==> config.mk <==
export PLATFORM = sky130hd
export DESIGN_NAME = pix_chan_extract
export DESIGN_NICKNAME = d
export VERILOG_FILES = /design/src/rtl/pce_pkg.sv /design/src/rtl/pce_word_mask.sv /design/src/rtl/pce_chan_unit.sv /design/src/rtl/pix_chan_extract.sv
export SDC_FILE = /design/constraint.sdc
export NUM_CORES = 1
export LEC_CHECK = 0
export ABC_AREA = 1
export BUFFER_PORTS_ARGS = -buffer_cell sky130_fd_sc_hd__buf_2
export CORE_MARGIN = 4
export CORE_UTILIZATION = 50
export DETAILED_ROUTE_END_ITERATION = 6
export HOLD_SLACK_MARGIN = 0.08
export PLACE_DENSITY_LB_ADDON = 0.1
export SYNTH_ARGS = -nofsm -noshare
export SYNTH_HDL_FRONTEND = slang
export SYNTH_HIERARCHICAL = 1
export SYNTH_SLANG_ARGS = --single-unit
==> constraint.sdc <==
create_clock -name clk -period 7.9 [get_ports clk]
set_input_delay 2.37 -clock clk [delete_from_list [all_inputs] [get_ports clk]]
set_output_delay 2.37 -clock clk [all_outputs]
set_load 0.03 [all_outputs]
==> src/rtl/pce_pkg.sv <==
package pce_pkg;

    // Channel select word layout
    localparam int DFLT_LSB = 16;
    localparam int DFLT_W   = 8;
    localparam int CNT_LSB  = 8;
    localparam int CNT_W    = 4;
    localparam int IDX_LSB  = 0;
    localparam int IDX_W    = 5;
    localparam int CFG_W    = 32;

    // Format word layout
    localparam int FMT_LSB  = 3;

    typedef struct packed {
        logic [DFLT_W-1:0] dflt;
        logic [CNT_W-1:0]  cnt;
        logic [IDX_W-1:0]  idx;
    } chan_sel_t;

    function automatic chan_sel_t decode_sel(input logic [CFG_W-1:0] raw);
        chan_sel_t s;
        s.dflt = raw[DFLT_LSB +: DFLT_W];
        s.cnt  = raw[CNT_LSB  +: CNT_W];
        s.idx  = raw[IDX_LSB  +: IDX_W];
        return s;
    endfunction

endpackage

==> src/rtl/pce_word_mask.sv <==
module pce_word_mask #(
    parameter int WORD_BYTES = 4,
    parameter int BPP_W      = 2
) (
    input  logic [WORD_BYTES*8-1:0] word_in,
    input  logic [BPP_W-1:0]        bpp_m1,
    output logic [WORD_BYTES*8-1:0] word_out
);

    // Each byte is kept only when it lies inside the configured pixel size
    for (genvar b = 0; b < WORD_BYTES; b++) begin : g_byte
        assign word_out[b*8 +: 8] = (BPP_W'(b) <= bpp_m1) ? word_in[b*8 +: 8] : 8'h00;
    end

endmodule

==> src/rtl/pce_chan_unit.sv <==
module pce_chan_unit
    import pce_pkg::*;
#(
    parameter int WORD_W = 32,
    parameter int OUT_W  = 8
) (
    input  logic [WORD_W-1:0] word,
    input  chan_sel_t         sel,
    input  logic              blank,
    output logic [OUT_W-1:0]  value
);

    localparam logic [CNT_W-1:0] CNT_MAX = CNT_W'(OUT_W);

    logic [CNT_W-1:0]  n_eff;
    logic [WORD_W-1:0] shifted;
    logic [OUT_W-1:0]  expanded;
    logic [CNT_W-1:0]  src;

    always_comb begin
        n_eff   = (sel.cnt > CNT_MAX) ? CNT_MAX : sel.cnt;
        shifted = word >> sel.idx;
        // Walk the output from the top, cycling through the field from its MSB
        src      = (n_eff == '0) ? '0 : n_eff - 1'b1;
        expanded = '0;
        for (int i = OUT_W - 1; i >= 0; i--) begin
            expanded[i] = shifted[src];
            if (src == '0) begin
                src = (n_eff == '0) ? '0 : n_eff - 1'b1;
            end else begin
                src = src - 1'b1;
            end
        end
        value = (blank || n_eff == '0) ? sel.dflt : expanded;
    end

endmodule

==> src/rtl/pix_chan_extract.sv <==
module pix_chan_extract
    import pce_pkg::*;
#(
    parameter int WORD_BYTES = 4,
    parameter int OUT_W      = 8
) (
    input  logic                    clk,
    input  logic                    rst_n,
    input  logic [WORD_BYTES*8-1:0] pix_word,
    input  logic                    pix_visible,
    input  logic                    pix_underrun,
    input  logic [CFG_W-1:0]        fmt_cfg,
    input  logic [CFG_W-1:0]        red_cfg,
    input  logic [CFG_W-1:0]        grn_cfg,
    input  logic [CFG_W-1:0]        blu_cfg,
    output logic [OUT_W-1:0]        red_out,
    output logic [OUT_W-1:0]        grn_out,
    output logic [OUT_W-1:0]        blu_out
);

    localparam int WORD_W = WORD_BYTES * 8;
    localparam int BPP_W  = (WORD_BYTES > 1) ? $clog2(WORD_BYTES) : 1;
    localparam int N_CH   = 3;

    logic [WORD_W-1:0] masked_word;
    logic [CFG_W-1:0]  cfg_raw [N_CH];
    chan_sel_t         s1_sel  [N_CH];
    logic [WORD_W-1:0] s1_word;
    logic              s1_blank;
    logic [OUT_W-1:0]  ch_val  [N_CH];
    logic [OUT_W-1:0]  s2_val  [N_CH];

    assign cfg_raw[0] = red_cfg;
    assign cfg_raw[1] = grn_cfg;
    assign cfg_raw[2] = blu_cfg;

    pce_word_mask #(
        .WORD_BYTES(WORD_BYTES),
        .BPP_W     (BPP_W)
    ) u_mask (
        .word_in (pix_word),
        .bpp_m1  (fmt_cfg[FMT_LSB +: BPP_W]),
        .word_out(masked_word)
    );

    // Stage 1: masked word, decoded selects, blanking flag
    always_ff @(posedge clk or negedge rst_n) begin
        if (!rst_n) begin
            s1_word  <= '0;
            s1_blank <= 1'b0;
        end else begin
            s1_word  <= masked_word;
            s1_blank <= !pix_visible || pix_underrun;
        end
    end

    for (genvar c = 0; c < N_CH; c++) begin : g_ch
        always_ff @(posedge clk or negedge rst_n) begin
            if (!rst_n) begin
                s1_sel[c] <= '0;
            end else begin
                s1_sel[c] <= decode_sel(cfg_raw[c]);
            end
        end

        pce_chan_unit #(
            .WORD_W(WORD_W),
            .OUT_W (OUT_W)
        ) u_unit (
            .word (s1_word),
            .sel  (s1_sel[c]),
            .blank(s1_blank),
            .value(ch_val[c])
        );

        // Stage 2: channel output register
        always_ff @(posedge clk or negedge rst_n) begin
            if (!rst_n) begin
                s2_val[c] <= '0;
            end else begin
                s2_val[c] <= ch_val[c];
            end
        end
    end

    assign red_out = s2_val[0];
    assign grn_out = s2_val[1];
    assign blu_out = s2_val[2];

endmodule

Word level (Yosys, flattened, before mapping)
Index checks and enable logic that the tools add are counted.
{ "op_classes": {"addsub": 24, "n_lt_le_gt_ge": 31, "shift": 3, "n_mux": 82, "n_reduce_logical": 29} }
{ "op_table": {"columns": ["operator", "count"], "rows": [
  ["$lt A4 B6 Y1 const B", 24],
  ["$mux W4", 27],
  ["$bmux W1 S4", 24],
  ["$logic_not A4 Y1", 24],
  ["$shr A32 B5 Y16", 3],
  ["$sub A4 B1 Y4 const B", 24],
  ["$mux W8", 7],
  ["$mux W1", 24],
  ["$gt A4 B4 Y1 const B", 3],
  ["$le A1 B2 Y1 const A", 2],
  ["$le A2 B2 Y1 const A", 2],
  ["$logic_or A1 B1 Y1", 4],
  ["$logic_not A1 Y1", 1]
]} }
{ "totals": {"ff_bits": 108, "inputBits": 164, "out_inout_bits": 24, "word_cells": 183} }

Longest topological paths before layout
Gate-level depths: netlist of run 1.
{ "logic_depth": {"word_depth": 21, "mapped_depth": 42, "mapped_depth_nobuf": 42} }

Modules after synthesis
Netlist of run 1, hierarchy kept.
{ "modules_own_cells": {"columns": ["mod", "n_inst", "cells_per_inst", "area_each_um2", "seq_area_each_um2"], "rows": [
  ["pce_chan_unit (g_ch[1].u_unit)", 1, 627, 3219.3, 0.0],
  ["pce_chan_unit (g_ch[2].u_unit)", 1, 635, 3099.2, 0.0],
  ["pce_chan_unit (g_ch[0].u_unit)", 1, 617, 3095.5, 0.0],
  ["pix_chan_extract", 1, 110, 2710.1, 2702.6],
  ["pce_word_mask", 1, 59, 294.0, 0.0]
]} }

Least setup slack after synthesis of run 1
OpenSTA, ideal clock, no wires.
{ "synth_path": {"path_kind": "reg-to-reg", "from": "register s1_sel[5] in the netlist's numbering", "to": "register s2_val (netlist bit blu_out[0])", "setup_time_ns": 0.117, "arrival_ns": 4.757, "t_required_ns": 7.783, "path_slack_ns": 3.026, "path_stages_with_launch": 39, "path_buffers": 1, "synth_period_minus_slack_ns": 4.874, "path_cell_list": "dfrtp_1 > nor2_2 > nand2_1 > nand2_1 > nand2_1 > ha_1 > inv_1 > nand3_1 > nand2_4 > inv_2 > nand3_1 > nand2_1 > nand2_1 > inv_1 > a311oi_1 > inv_1 > ha_1 > nand2_1 > [... 3 more ...] > nand2_2 > nand2_2 > nor2_4 > nand2_1 > o21ai_2 > nand2_1 > o21ai_4 > buf_2 > ha_1 > nand4_2 > o21ai_2 > inv_2 > nand3_1 > nand3_1 > nand3_1 > nand2_1 > nand2_1 > nand2_1"} }
{ "synth_lines": {"columns": ["item", "line", "rtl"], "rows": [
  ["start: declaration", "pix_chan_extract.sv:27", "chan_sel_t s1_sel [N_CH];"],
  ["start signal: indexed assignment", "pix_chan_extract.sv:62", "s1_sel[c] <= decode_sel(cfg_raw[c]);"],
  ["end signal: indexed assignment", "pix_chan_extract.sv:81", "s2_val[c] <= ch_val[c];"],
  ["end: declaration", "pix_chan_extract.sv:31", "logic [OUT_W-1:0] s2_val [N_CH];"]
]} }

==> results_tabular.tex, run 1 <==
\begin{tabular}{lr}
\hline
Metric & Value \\
\hline
\multicolumn{2}{l}{\textbf{Pwr}} \\
Net Switching & 1.222 mW \\
Leakage power summed over all cells & 6.504 nW \\
Total power & 2.467 mW \\
Maximum resistive drop on vdd & 100.2 µV \\
Flop pwr share & 26.3\% \\
Total internal power & 1.245 mW \\
Proportion of power drawn by combinational gates & 55.1\% \\
Switching part of the total power & 49.54\% \\
Clock Power Share & 18.7\% \\
Power density over the cells & 185.6 mW/mm² \\
\multicolumn{2}{l}{\textbf{Routing}} \\
Number of DRC markers in iteration 0 & 1338 \\
Mean routed wirelength per cell & 16.57 µm \\
Via total after detailed routing & 13906 \\
DRT Pass-1 Iters & 7 \\
Via/cell ratio & 5.768 \\
Wire length reported by the detailed router & 39950 µm \\
Remaining antenna violation count after routing & 0 \\
DRC Markers & 1 \\
\multicolumn{2}{l}{\textbf{Critical path}} \\
Cell family with the largest share of critical-path delay & simple AND/OR/NAND/NOR gates \\
Cell seen most often among critical-path stages & nand2\_1 \\
Crit path max-delay cell type & nor2\_1 \\
Crit Path Max Fanout & 19 \\
Setup crit end kind & flip-flop \\
Critical path start-end classification & flip-flop to flip-flop \\
Slowest cell delay on critical path & 550 ps \\
Data arrival at the endpoint of the critical path & 6770 ps \\
Number of buffer and inverter instances along the worst setup path & 8 \\
CP required & 8170 ps \\
Startpoint Class & flip-flop \\
\multicolumn{2}{l}{\textbf{Synth}} \\
Mean instance size in the synthesized netlist & 6.064 µm² \\
Register area share after synthesis & 21.76\% \\
Number of synthesized flops with an enable pin & 0 \\
Share of the synthesized area in the top cell type & 21.76\% \\
Leading area contributor after synthesis & dfrtp\_1 \\
Post-Syn Nets & 2223 \\
Synth Cell Area & 0.01242 mm² \\
Mapped Cells & 2048 \\
Unique cell type count in the Yosys netlist & 57 \\
Post-synth top flop & dfrtp\_1 \\
Count of state elements after synthesis & 108 \\
Yosys warnings & 6 \\
Proportion of synthesized flip-flops having asynchronous set or reset & 100.0\% \\
Area contributors post-synth & dfrtp\_1 (22\%), nand2\_1 (18\%), o21ai\_0 (11\%) \\
\multicolumn{2}{l}{\textbf{CTS}} \\
Total CTS buffers & 9 \\
Level count of the clock H-tree & 3 \\
CTS tree & done \\
Worst-skew pair later-pin latency & 370 ps \\
Clock Tree Buf Depth & 2 \\
Worst-path clk slew & 80 ps \\
Cell chosen for the clock root & clkbuf\_16 \\
Number of setup buffers added after CTS & 0 \\
Number of clock sinks & 108 \\
Count of instances resized after the clock tree is built & 0 \\
\# hold bufs at CTS & 0 \\
\multicolumn{2}{l}{\textbf{Job}} \\
Number of maximum-capacitance constraint violations & 0 \\
\multicolumn{2}{l}{\textbf{Placement}} \\
RePlAce Congestion & 0.9542 \\
Placed wire-length estimate & 29510 µm \\
Number of port buffers & 112 \\
\multicolumn{2}{l}{\textbf{Layout}} \\
Proportion of layout cells with a drive suffix above 1 & 14.67\% \\
Area grow syn2layout & 7.022\% \\
Area taken by multi-input logic gates & 0.008389 mm² \\
Leading cell type in the layout, fill and taps excluded & nand2\_1 \\
Area used by sequential logic in the layout & 0.002703 mm² \\
Number of inserted filler cells in the final layout & 2568 \\
Commonest cells after routing, fill and taps aside & nand2\_1 (586), o21ai\_0 (283), nand3\_1 (202), inv\_1 (196), buf\_2 (111) \\
Final net count & 2256 \\
\multicolumn{2}{l}{\textbf{STA}} \\
Tightest Pin Transition & 1086 ps \\
Final clock skew & 20.40 ps \\
Post-route minimum period & 6500 ps \\
Crit share post-route & 82.28\% \\
Number of endpoints with negative hold slack in the final report & 0 \\
Total negative slack for setup checks & 0 ps \\
Final-report max-slew violation count & 0 \\
Final setup violating endpoints & 0 \\
Setup repair after global routing missed its margin & no \\
Slew Limit Headroom & 27.60\% \\
Highest clock frequency the design can meet & 0.1538 GHz \\
\multicolumn{2}{l}{\textbf{GRT}} \\
Via count of the first global-routing pass & 12626 \\
Number of antenna violations at the first check in global routing & 1 \\
Pin count of the biggest net entering global routing & 59 \\
First-pass GRT wire length & 63630 µm \\
GRT Residual Overflow & 0 \\
Gr usage total & 28.59\% \\
\multicolumn{2}{l}{\textbf{Run status}} \\
Status & complete, but fails checks \\
Failing checks & DRC \\
\multicolumn{2}{l}{\textbf{Die}} \\
Floorplan die area & 0.02742 mm² \\
Initial standard-cell utilization of the core & 50.91\% \\
Row cnt & 57 \\
Floorplan die height & 165.6 µm \\
Width of the chip & 165.6 µm \\
Core region area & 0.02439 mm² \\
IO Count & 188 \\
\multicolumn{2}{l}{\textbf{Worst hold path}} \\
Min-Delay Path Class & flip-flop to flip-flop \\
\hline
\end{tabular}
[cells by family after synthesis]
| logic type | Yosys count | synth area share, % |
|---|---|---|
| buf+inv | 335 | 10.68 |
| mux | 17 | 1.370 |
| flops | 108 | 21.76 |
| fa+ha+maj | 11 | 1.108 |
| simple gates | 1017 | 38.14 |
| compound gates | 560 | 26.94 |
[power by group through the flow]
stage | Clock, mW | Sequential, mW | Combinational, mW
after floorplan | 0 | 0.662 | 1.02
after global placement | 0 | 0.656 | 1.32
after detailed placement | 0 | 0.657 | 1.33
after CTS | 0.474 | 0.646 | 1.33
after global routing | 0.498 | 0.654 | 1.51
final | 0.460 | 0.648 | 1.36
[Yosys cell counts (17+ instances only)]
library cell	number
nand2_1	586
o21ai_0	283
nand3_1	202
inv_1	196
nor2_1	109
dfrtp_1	108
a21oi_1	86
clkbuf_1	66
o211ai_1	61
inv_2	39
nand2_2	39
nand2_4	20
a31oi_1	18
mux2i_1	17
[final cells by class]
cell class	count	share of cell area, %
repair buffers	116	4.462
inverters	241	6.863
multi-input cells	1605	63.12
well taps	324	3.050
clock inverters	6	0.4237
clock buffers	10	1.723
flip-flops and latches	108	20.34
diodes	1	0.01883
[flip-flops by register name, summed over array words and instances (netlist names)]
register and flops:
s1_sel 51, blu_out 8, grn_out 8, s1_word 32, s1_blank 1, red_out 8
[layer usage]
| metal | up-vias | track usage [%] | routed length [µm] |
|---|---|---|---|
| met3 | 85 | 3.276 | 2986 |
| met5 | - | 0 | 0 |
| met1 | 6293 | 39.55 | 17600 |
| met2 | 585 | 46.46 | 18190 |
| met4 | 0 | 9.786 | 1173 |
| li1 | 6943 | - | - |
[through the flow]
stage | setup WS, ps | cells | area [µm²] | utilization, % | hold slack, ps
2_1_floorplan | 3026 | 2048 | 12420 | - | 425.3
3_3_place_gp | 1587 | 2394 | 13000 | 53.31 | 433.4
3_5_place_dp | 1523 | 2394 | 13000 | 53.31 | 439.1
4_1_cts | 1468 | 2410 | 13290 | 54.48 | 461.0
5_1_grt | 763.8 | 2411 | 13290 | 54.49 | 476.7
6_report | 1400 | 2411 | 13290 | 54.49 | 452.6
[final timing paths]
check | cells past startpoint | end | slack [ps] | start
min in group asynchronous | 1 | s1_sel[9]$_DFF_PN0_ | 2000 | rst_n
max in group asynchronous | 2 | grn_out[1]$_DFF_PN0_ | 4720 | rst_n
setup / recovery | 33 | blu_out[0]$_DFF_PN0_ | 1400 | s1_sel[8]$_DFF_PN0_
hold / removal | 2 | blu_out[2]$_DFF_PN0_ | 450 | s1_sel[11]$_DFF_PN0_
setup reg to reg | 33 | blu_out[0]$_DFF_PN0_ | 1400 | s1_sel[8]$_DFF_PN0_
hold reg to reg | 2 | blu_out[2]$_DFF_PN0_ | 450 | s1_sel[11]$_DFF_PN0_
[worst register-to-register path, delay by kind of cell (launching register included)]
family / cells / cell delay (ps)
compound gates: 4 / 1370
buf+inv: 8 / 1030
flops: 1 / 440
simple gates: 18 / 2650
fa+ha+maj: 3 / 860
Note: power is estimated with default switching activity, not from simulation.
==> inputs of run 2 (changes only) <==
- ABC_AREA: 1 -> 0
- clock period: 7.9 -> 6.24 ns (I/O delays scaled with it)
==> run 2 against run 1 <==
The run now ends clean. Count of clock-buffer cells in the layout down 1. Clock power is 30% higher. Flip-flop and latch count did not move. Setup slack worse by 960 ps. Register-to-register slack lost 960 ps. Final cell count fell by 26%. Combinational power barely moved. First-iteration DRC count is 17% higher. Non-clock buffer count is 34 higher. Die area up 5.2%. Synthesized cell count decreased by 31%.
==> results_tabular.tex, run 2 <==
\begin{tabular}{lr}
\hline
Metric & Value \\
\hline
\multicolumn{2}{l}{\textbf{Run status}} \\
Status & finished, final reports clean (was complete, but fails checks) \\
\multicolumn{2}{l}{\textbf{GRT}} \\
Gr usage total & 26.46\% (was 28.59\%) \\
Via count of the first global-routing pass & 11248 (was 12626) \\
First-pass GRT wire length & 61930 µm (was 63630 µm) \\
Pin count of the biggest net entering global routing & 67 (was 59) \\
GRT Residual Overflow & 0 (unchanged) \\
Number of antenna violations at the first check in global routing & 0 (was 1) \\
\multicolumn{2}{l}{\textbf{STA}} \\
Post-route minimum period & 5797 ps (was 6500 ps) \\
Tightest Pin Transition & 1157 ps (was 1086 ps) \\
Final clock skew & 12.80 ps (was 20.40 ps) \\
Total negative slack for setup checks & 0 ps (unchanged) \\
Crit share post-route & 92.90\% (was 82.28\%) \\
Highest clock frequency the design can meet & 0.1725 GHz (was 0.1538 GHz) \\
Setup repair after global routing missed its margin & no (unchanged) \\
Slew Limit Headroom & 22.86\% (was 27.60\%) \\
Final-report max-slew violation count & 0 (unchanged) \\
Number of endpoints with negative hold slack in the final report & 0 (unchanged) \\
Final setup violating endpoints & 0 (unchanged) \\
\multicolumn{2}{l}{\textbf{Layout}} \\
Number of inserted filler cells in the final layout & 2286 (was 2568) \\
Proportion of layout cells with a drive suffix above 1 & 27.77\% (was 14.67\%) \\
Antenna fix cells & 0 (was 1) \\
Top flop regs & s1\_sel (51), s1\_word (32) (unchanged) \\
Number of standard cells in the final layout excluding fillers & 1792 (was 2411) \\
Max FFs per register & 51 (unchanged) \\
Area grow syn2layout & 7.887\% (was 7.022\%) \\
Leading cell type in the layout, fill and taps excluded & nand2\_1 (unchanged) \\
Register with the highest flop count & s1\_sel (unchanged) \\
Final core utilization & 55.50\% (was 54.49\%) \\
Commonest cells after routing, fill and taps aside & nand2\_1 (166), mux2i\_1 (120), mux4\_2 (116), buf\_2 (111), dfrtp\_1 (104) (was nand2\_1 (586), o21ai\_0 (283), nand3\_1 (202), inv\_1 (196), buf\_2 (111)) \\
Final net count & 1632 (was 2256) \\
\multicolumn{2}{l}{\textbf{CTS}} \\
Cell chosen for the clock root & clkbuf\_16 (unchanged) \\
Worst-path clk slew & 90 ps (was 80 ps) \\
Level count of the clock H-tree & 3 (unchanged) \\
Clock Tree Buf Depth & 2 (unchanged) \\
Number of clock sinks & 108 (unchanged) \\
Worst-skew pair later-pin latency & 370 ps (about the same) \\
CTS tree & done (unchanged) \\
Total CTS buffers & 9 (unchanged) \\
\multicolumn{2}{l}{\textbf{Worst hold path}} \\
Min-Delay Path Class & flip-flop to flip-flop (unchanged) \\
\multicolumn{2}{l}{\textbf{Pwr}} \\
Maximum resistive drop on vdd & 168.5 µV (was 100.2 µV) \\
Power density over the cells & 199.9 mW/mm² (was 185.6 mW/mm²) \\
Leakage power summed over all cells & 5.816 nW (was 6.504 nW) \\
\multicolumn{2}{l}{\textbf{Job}} \\
Number of maximum-capacitance constraint violations & 0 (unchanged) \\
\multicolumn{2}{l}{\textbf{Synth}} \\
Share of the synthesized area in the top cell type & 20.62\% (was 21.76\%) \\
Yosys warnings & 6 (unchanged) \\
Synth Cell Area & 0.01310 mm² (was 0.01242 mm²) \\
Register area share after synthesis & 20.62\% (was 21.76\%) \\
Mean instance size in the synthesized netlist & 9.280 µm² (was 6.064 µm²) \\
Area contributors post-synth & dfrtp\_1 (21\%), mux4\_2 (20\%), mux2i\_1 (9.2\%) (was dfrtp\_1 (22\%), nand2\_1 (18\%), o21ai\_0 (11\%)) \\
Proportion of synthesized flip-flops having asynchronous set or reset & 100.0\% (unchanged) \\
Most frequent cells after synthesis & nand2\_1 (166), mux2i\_1 (120), mux4\_2 (116) (was nand2\_1 (586), o21ai\_0 (283), nand3\_1 (202)) \\
Number of synthesized flops with an enable pin & 0 (unchanged) \\
Most instantiated library cell after synthesis & nand2\_1 (unchanged) \\
Unique cell type count in the Yosys netlist & 107 (was 57) \\
Post-Syn Nets & 1587 (was 2223) \\
Mapped Cells & 1412 (was 2048) \\
Post-synth top flop & dfrtp\_1 (unchanged) \\
Leading area contributor after synthesis & dfrtp\_1 (unchanged) \\
Count of state elements after synthesis & 108 (unchanged) \\
\multicolumn{2}{l}{\textbf{Die}} \\
IO Count & 188 (unchanged) \\
Floorplan die area & 0.02886 mm² (was 0.02742 mm²) \\
Initial standard-cell utilization of the core & 51.44\% (was 50.91\%) \\
Row cnt & 58 (was 57) \\
Width of the chip & 169.9 µm (was 165.6 µm) \\
Core region area & 0.02547 mm² (was 0.02439 mm²) \\
Floorplan die height & 169.9 µm (was 165.6 µm) \\
\multicolumn{2}{l}{\textbf{Placement}} \\
Number of port buffers & 112 (unchanged) \\
RePlAce Congestion & 0.9255 (was 0.9542) \\
Placed wire-length estimate & 27700 µm (was 29510 µm) \\
Cell count after placement & 1776 (was 2394) \\
\multicolumn{2}{l}{\textbf{Routing}} \\
Via total after detailed routing & 11905 (was 13906) \\
Met1 wire length & 16710 µm (was 17600 µm) \\
Highest metal layer with signal wires & met4 (unchanged) \\
DRT Pass-1 Iters & 5 (was 7) \\
Via/cell ratio & 6.643 (was 5.768) \\
Number of DRC markers in iteration 0 & 1568 (was 1338) \\
DRC Markers & 0 (was 1) \\
Remaining antenna violation count after routing & 0 (unchanged) \\
Length of routed met3 wiring & 3386 µm (was 2986 µm) \\
Routed length on met2 & 17540 µm (was 18190 µm) \\
Mean routed wirelength per cell & 21.49 µm (was 16.57 µm) \\
Wire length reported by the detailed router & 38510 µm (was 39950 µm) \\
\multicolumn{2}{l}{\textbf{Critical path}} \\
Cell family with the largest share of critical-path delay & simple AND/OR/NAND/NOR gates (unchanged) \\
Startpoint Class & flip-flop (unchanged) \\
Setup crit end kind & flip-flop (unchanged) \\
Crit path max-delay cell type & mux4\_2 (was nor2\_1) \\
Crit Path Max Fanout & 9 (was 19) \\
Data arrival at the endpoint of the critical path & 6040 ps (was 6770 ps) \\
Number of buffer and inverter instances along the worst setup path & 3 (was 8) \\
Crit path cell chain & nor2b\_1, inv\_1, ha\_1, o21ba\_2, or3\_1, ha\_1, nand2b\_1, or4\_1, o21ai\_0, o211ai\_2, a21o\_2, o22ai\_4, inv\_1, ha\_1, inv\_1, nor2\_1, and3\_1, nor2\_2, mux4\_2, o211ai\_2, o211ai\_1 \\
Critical path start-end classification & flip-flop to flip-flop (unchanged) \\
CP required & 6480 ps (was 8170 ps) \\
Slowest cell delay on critical path & 560 ps (was 550 ps) \\
\hline
\end{tabular}
-- run 2: cell types whose count changed after synthesis, moves of 21 or more --
| cell | change |
|---|---|
| inv_1 | -153 |
| o211ai_1 | -39 |
| nand3_1 | -182 |
| nand2_2 | -39 |
| mux2i_1 | +103 |
| nand2_1 | -420 |
| mux4_2 | +116 |
| inv_2 | -36 |
| nor2b_1 | +21 |
| mux2_2 | +58 |
| a211oi_1 | +23 |
| o21ai_0 | -216 |
-- run 2: layer usage --
layer | GRT usage, % | up-vias
met5 | 0 | -
met4 | 6.265 | 0
met3 | 3.508 | 64
met2 | 41.24 | 604
met1 | 39.41 | 5709
li1 | - | 5528
-- run 2: area by class of cell --
cell class                      count  area (µm²)  area share, %
Clock inverter                      7       91.34         0.6461
Clock buffer                        9       225.2          1.593
Multi-Input combinational cell   1142        9679          68.47
Tap cell                          330       412.9          2.921
Inverter                           46       172.7          1.221
Sequential cell                   108        2708          19.15
Timing Repair Buffer              150       848.3          6.001
-- run 2: worst register-to-register path: cells and delay by family, from the launching register on --
family                   cells  cell delay [ps]
multiplexers                 1              560
AO/OA/AOI/OAI                7             1510
flip-flops                   1              470
AND/OR/NAND/NOR              7             1700
buffers and inverters        3              410
adder cells (fa/ha/maj)      3             1030
-- run 2: path summary, 6_finish.rpt --
path	end	startpoint	depth (start not counted)	slack, ps
max	blu_out[0]$_DFF_PN0_	s1_sel[6]$_DFF_PN0_	21	440
min	grn_out[4]$_DFF_PN0_	s1_sel[30]$_DFF_PN0_	2	450
max reg2reg	blu_out[0]$_DFF_PN0_	s1_sel[6]$_DFF_PN0_	21	440
min reg2reg	grn_out[4]$_DFF_PN0_	s1_sel[30]$_DFF_PN0_	2	450
max in group asynchronous	s1_sel[6]$_DFF_PN0_	rst_n	2	3590
min in group asynchronous	red_out[1]$_DFF_PN0_	rst_n	1	1570
-- run 2: timing repair --
action                                  CTS  global route
hold buffers                              0             0
resized for setup                         0             5
endpoints found under the setup margin    0             1
buffers inserted                          0             0
-- run 2: cell families after synthesis --
| family | share of synthesized area (%) |
|---|---|
| adders and majority gates | 1.050 |
| xor gates and xnor gates | 0.6016 |
| and+or+nand+nor | 16.50 |
| AOI/OAI and AO/OA | 21.31 |
| buffers and inverters | 5.710 |
| muxes | 34.20 |
| DFF | 20.62 |
-- run 2: stage by stage --
step	cell area (µm²)	hold WS (ps)	worst slack, ps	total power [mW]
3_5_place_dp	13800	441.1	293.9	2.204
4_1_cts	14120	459.9	276.9	2.829
2_1_floorplan	13100	424.1	251.3	1.875
3_3_place_gp	13800	435.7	414.7	2.190
6_report	14140	450.6	442.9	2.826
5_1_grt	14140	487.8	42.29	3.003
-- run 2: where the power goes --
group / switching (mW) / leakage (nW) / internal, mW
registers: 0.0930 / 1.29 / 0.745
logic: 0.785 / 4.38 / 0.603
clock network: 0.311 / 0.152 / 0.290
==> inputs of run 3 (changes only) <==
- clock period: 6.24 -> 7.05 ns (I/O delays scaled with it)
==> run 3 against run 2 <==
Via count rose by 0.45%. Final cell count fell by 1.1%. Clock power fell by 9.7%. Clock skew rose by 13 ps. Sequential share of layout area rose by 0.22 points. First-iteration DRC count fell by 7.6%. Combinational power fell by 14%. Global-route usage fell by 0.23 points. Setup slack improved by 230 ps.
==> results_tabular.tex, run 3 (same netlist as run 2, synthesis figures left out) <==
\begin{tabular}{lr}
\hline
Metric & Value \\
\hline
\multicolumn{2}{l}{\textbf{CTS}} \\
Clock Tree Buf Depth & 2 (unchanged) \\
Cell chosen for the clock root & clkbuf\_16 (unchanged) \\
\# hold bufs at CTS & 0 (unchanged) \\
Worst-path clk slew & 90 ps (about the same) \\
Worst-skew pair later-pin latency & 380 ps (was 370 ps) \\
Number of clock sinks & 108 (unchanged) \\
Level count of the clock H-tree & 3 (unchanged) \\
Number of setup buffers added after CTS & 0 (unchanged) \\
Total CTS buffers & 9 (unchanged) \\
Count of instances resized after the clock tree is built & 0 (unchanged) \\
CTS tree & done (unchanged) \\
\multicolumn{2}{l}{\textbf{Routing}} \\
Remaining antenna violation count after routing & 0 (unchanged) \\
Wire length reported by the detailed router & 38520 µm (was 38510 µm) \\
DRC Markers & 0 (unchanged) \\
Highest metal layer with signal wires & met4 (unchanged) \\
DRT Pass-1 Iters & 5 (unchanged) \\
Number of DRC markers in iteration 0 & 1449 (was 1568) \\
Routed length on met2 & 17670 µm (was 17540 µm) \\
Via total after detailed routing & 11959 (was 11905) \\
Met1 wire length & 16670 µm (was 16710 µm) \\
Length of routed met3 wiring & 3591 µm (was 3386 µm) \\
Mean routed wirelength per cell & 21.74 µm (was 21.49 µm) \\
Via/cell ratio & 6.749 (was 6.643) \\
\multicolumn{2}{l}{\textbf{Die}} \\
Row cnt & 58 (unchanged) \\
IO Count & 188 (unchanged) \\
Floorplan die height & 169.9 µm (unchanged) \\
Floorplan die area & 0.02886 mm² (unchanged) \\
Width of the chip & 169.9 µm (unchanged) \\
Initial standard-cell utilization of the core & 51.44\% (unchanged) \\
Core region area & 0.02547 mm² (unchanged) \\
\multicolumn{2}{l}{\textbf{GRT}} \\
First-pass GRT wire length & 61370 µm (was 61930 µm) \\
Via count of the first global-routing pass & 11155 (was 11248) \\
Gr usage total & 26.23\% (was 26.46\%) \\
GRT Residual Overflow & 0 (unchanged) \\
Number of antenna violations at the first check in global routing & 0 (unchanged) \\
Pin count of the biggest net entering global routing & 67 (unchanged) \\
\multicolumn{2}{l}{\textbf{Worst hold path}} \\
Min-Delay Path Class & flip-flop to flip-flop (unchanged) \\
\multicolumn{2}{l}{\textbf{Pwr}} \\
Maximum resistive drop on vdd & 116.1 µV (was 168.5 µV) \\
Leakage power summed over all cells & 5.718 nW (was 5.816 nW) \\
Power density over the cells & 178.3 mW/mm² (was 199.9 mW/mm²) \\
Total power & 2.490 mW (was 2.826 mW) \\
\multicolumn{2}{l}{\textbf{STA}} \\
Number of endpoints with negative hold slack in the final report & 0 (unchanged) \\
Final-report max-slew violation count & 0 (unchanged) \\
Final setup violating endpoints & 0 (unchanged) \\
Setup repair after global routing missed its margin & no (unchanged) \\
Slew Limit Headroom & 21.22\% (was 22.86\%) \\
Crit share post-route & 90.46\% (was 92.90\%) \\
Tightest Pin Transition & 1182 ps (was 1157 ps) \\
Post-route minimum period & 6378 ps (was 5797 ps) \\
Highest clock frequency the design can meet & 0.1568 GHz (was 0.1725 GHz) \\
Worst hold slack & 452.9 ps (was 450.6 ps) \\
Total negative slack for setup checks & 0 ps (unchanged) \\
Final clock skew & 26.08 ps (was 12.80 ps) \\
\multicolumn{2}{l}{\textbf{Layout}} \\
Commonest cells after routing, fill and taps aside & nand2\_1 (166), mux2i\_1 (120), mux4\_2 (116), buf\_2 (111), dfrtp\_1 (105) (was nand2\_1 (166), mux2i\_1 (120), mux4\_2 (116), buf\_2 (111), dfrtp\_1 (104)) \\
Leading cell type in the layout, fill and taps excluded & nand2\_1 (unchanged) \\
Final core utilization & 54.83\% (was 55.50\%) \\
Register with the highest flop count & s1\_sel (unchanged) \\
Area taken by multi-input logic gates & 0.009661 mm² (was 0.009679 mm²) \\
Area grow syn2layout & 6.588\% (was 7.887\%) \\
Number of inserted filler cells in the final layout & 2344 (was 2286) \\
Proportion of layout cells with a drive suffix above 1 & 26.56\% (was 27.77\%) \\
Final net count & 1612 (was 1632) \\
Number of standard cells in the final layout excluding fillers & 1772 (was 1792) \\
Max FFs per register & 51 (unchanged) \\
Antenna fix cells & 0 (unchanged) \\
Top flop regs & s1\_sel (51), s1\_word (32) (unchanged) \\
Area used by sequential logic in the layout & 0.002706 mm² (was 0.002708 mm²) \\
\multicolumn{2}{l}{\textbf{Critical path}} \\
Setup crit end kind & flip-flop (unchanged) \\
Data arrival at the endpoint of the critical path & 6630 ps (was 6040 ps) \\
CP required & 7300 ps (was 6480 ps) \\
Crit Path Max Fanout & 11 (was 9) \\
Critical path start-end classification & flip-flop to flip-flop (unchanged) \\
Startpoint Class & flip-flop (unchanged) \\
\multicolumn{2}{l}{\textbf{Placement}} \\
Placed wire-length estimate & 27080 µm (was 27700 µm) \\
Number of port buffers & 112 (unchanged) \\
RePlAce Congestion & 0.9317 (was 0.9255) \\
Cell count after placement & 1756 (was 1776) \\
\multicolumn{2}{l}{\textbf{Run status}} \\
Status & finished, final reports clean (unchanged) \\
\multicolumn{2}{l}{\textbf{Job}} \\
Number of maximum-capacitance constraint violations & 0 (unchanged) \\
\hline
\end{tabular}
-- run 3: changes by cell type in the layout (fill, tap and decap cells not counted), sizes merged --
cell | previous run | this run
buf | 150 | 130
clkinv | 4 | 5
inv | 49 | 48
-- run 3: layer usage --
| layer | global-route usage, % | vias up |
|---|---|---|
| met5 | 0 | - |
| met2 | 41.29 | 643 |
| li1 | - | 5485 |
| met4 | 5.145 | 0 |
| met3 | 4.413 | 44 |
| met1 | 38.58 | 5787 |
-- run 3: worst max-delay path, cell delays in order (launching register included) --
cell and delay, ps:
dfrtp_1 490, nor2b_1 190, inv_1 190, ha_1 360, nand2b_1 220, a21o_1 240, inv_1 160, ha_1 450
inv_1 180, nor4_2 630, nand2_1 230, o211ai_2 270, a21oi_1 310, o41ai_4 350, buf_4 220, ha_1 190
inv_1 70, nor2_1 370, a21oi_4 110, nor2_2 220, mux4_2 550, o211ai_2 150, o211ai_1 100
-- run 3: worst paths after layout --
check	start	endpoint	slack, ps	cells after the start
min in group asynchronous	rst_n	s1_sel[38]$_DFF_PN0_	1840	1
max reg2reg	s1_sel[6]$_DFF_PN0_	blu_out[0]$_DFF_PN0_	670	22
max	s1_sel[6]$_DFF_PN0_	blu_out[0]$_DFF_PN0_	670	22
min	s1_sel[14]$_DFF_PN0_	blu_out[5]$_DFF_PN0_	450	2
max in group asynchronous	rst_n	s1_sel[17]$_DFF_PN0_	4130	2
min reg2reg	s1_sel[14]$_DFF_PN0_	blu_out[5]$_DFF_PN0_	450	2
-- run 3: area by class of cell --
cell class                      count  share of cell area (%)
Clock buffer                        9                   1.612
Timing Repair Buffer              130                   4.999
Tap cell                          330                   2.956
Clock inverter                      7                  0.6539
Sequential cell                   108                   19.38
Multi-Input combinational cell   1142                   69.17
Inverter                           46                   1.236
-- run 3: where the power goes --
part	switching, mW	internal [mW]
logic	0.684	0.519
registers	0.0861	0.659
clock network	0.286	0.256
-- run 3: through the flow --
stage / worst slack, ps / instance area, µm²
final: 672.5 / 13970
after global routing: 236.4 / 13970
after CTS: 700.3 / 13970
after detailed placement: 758.6 / 13650
after global placement: 812.1 / 13650
after floorplan: 1061 / 13100
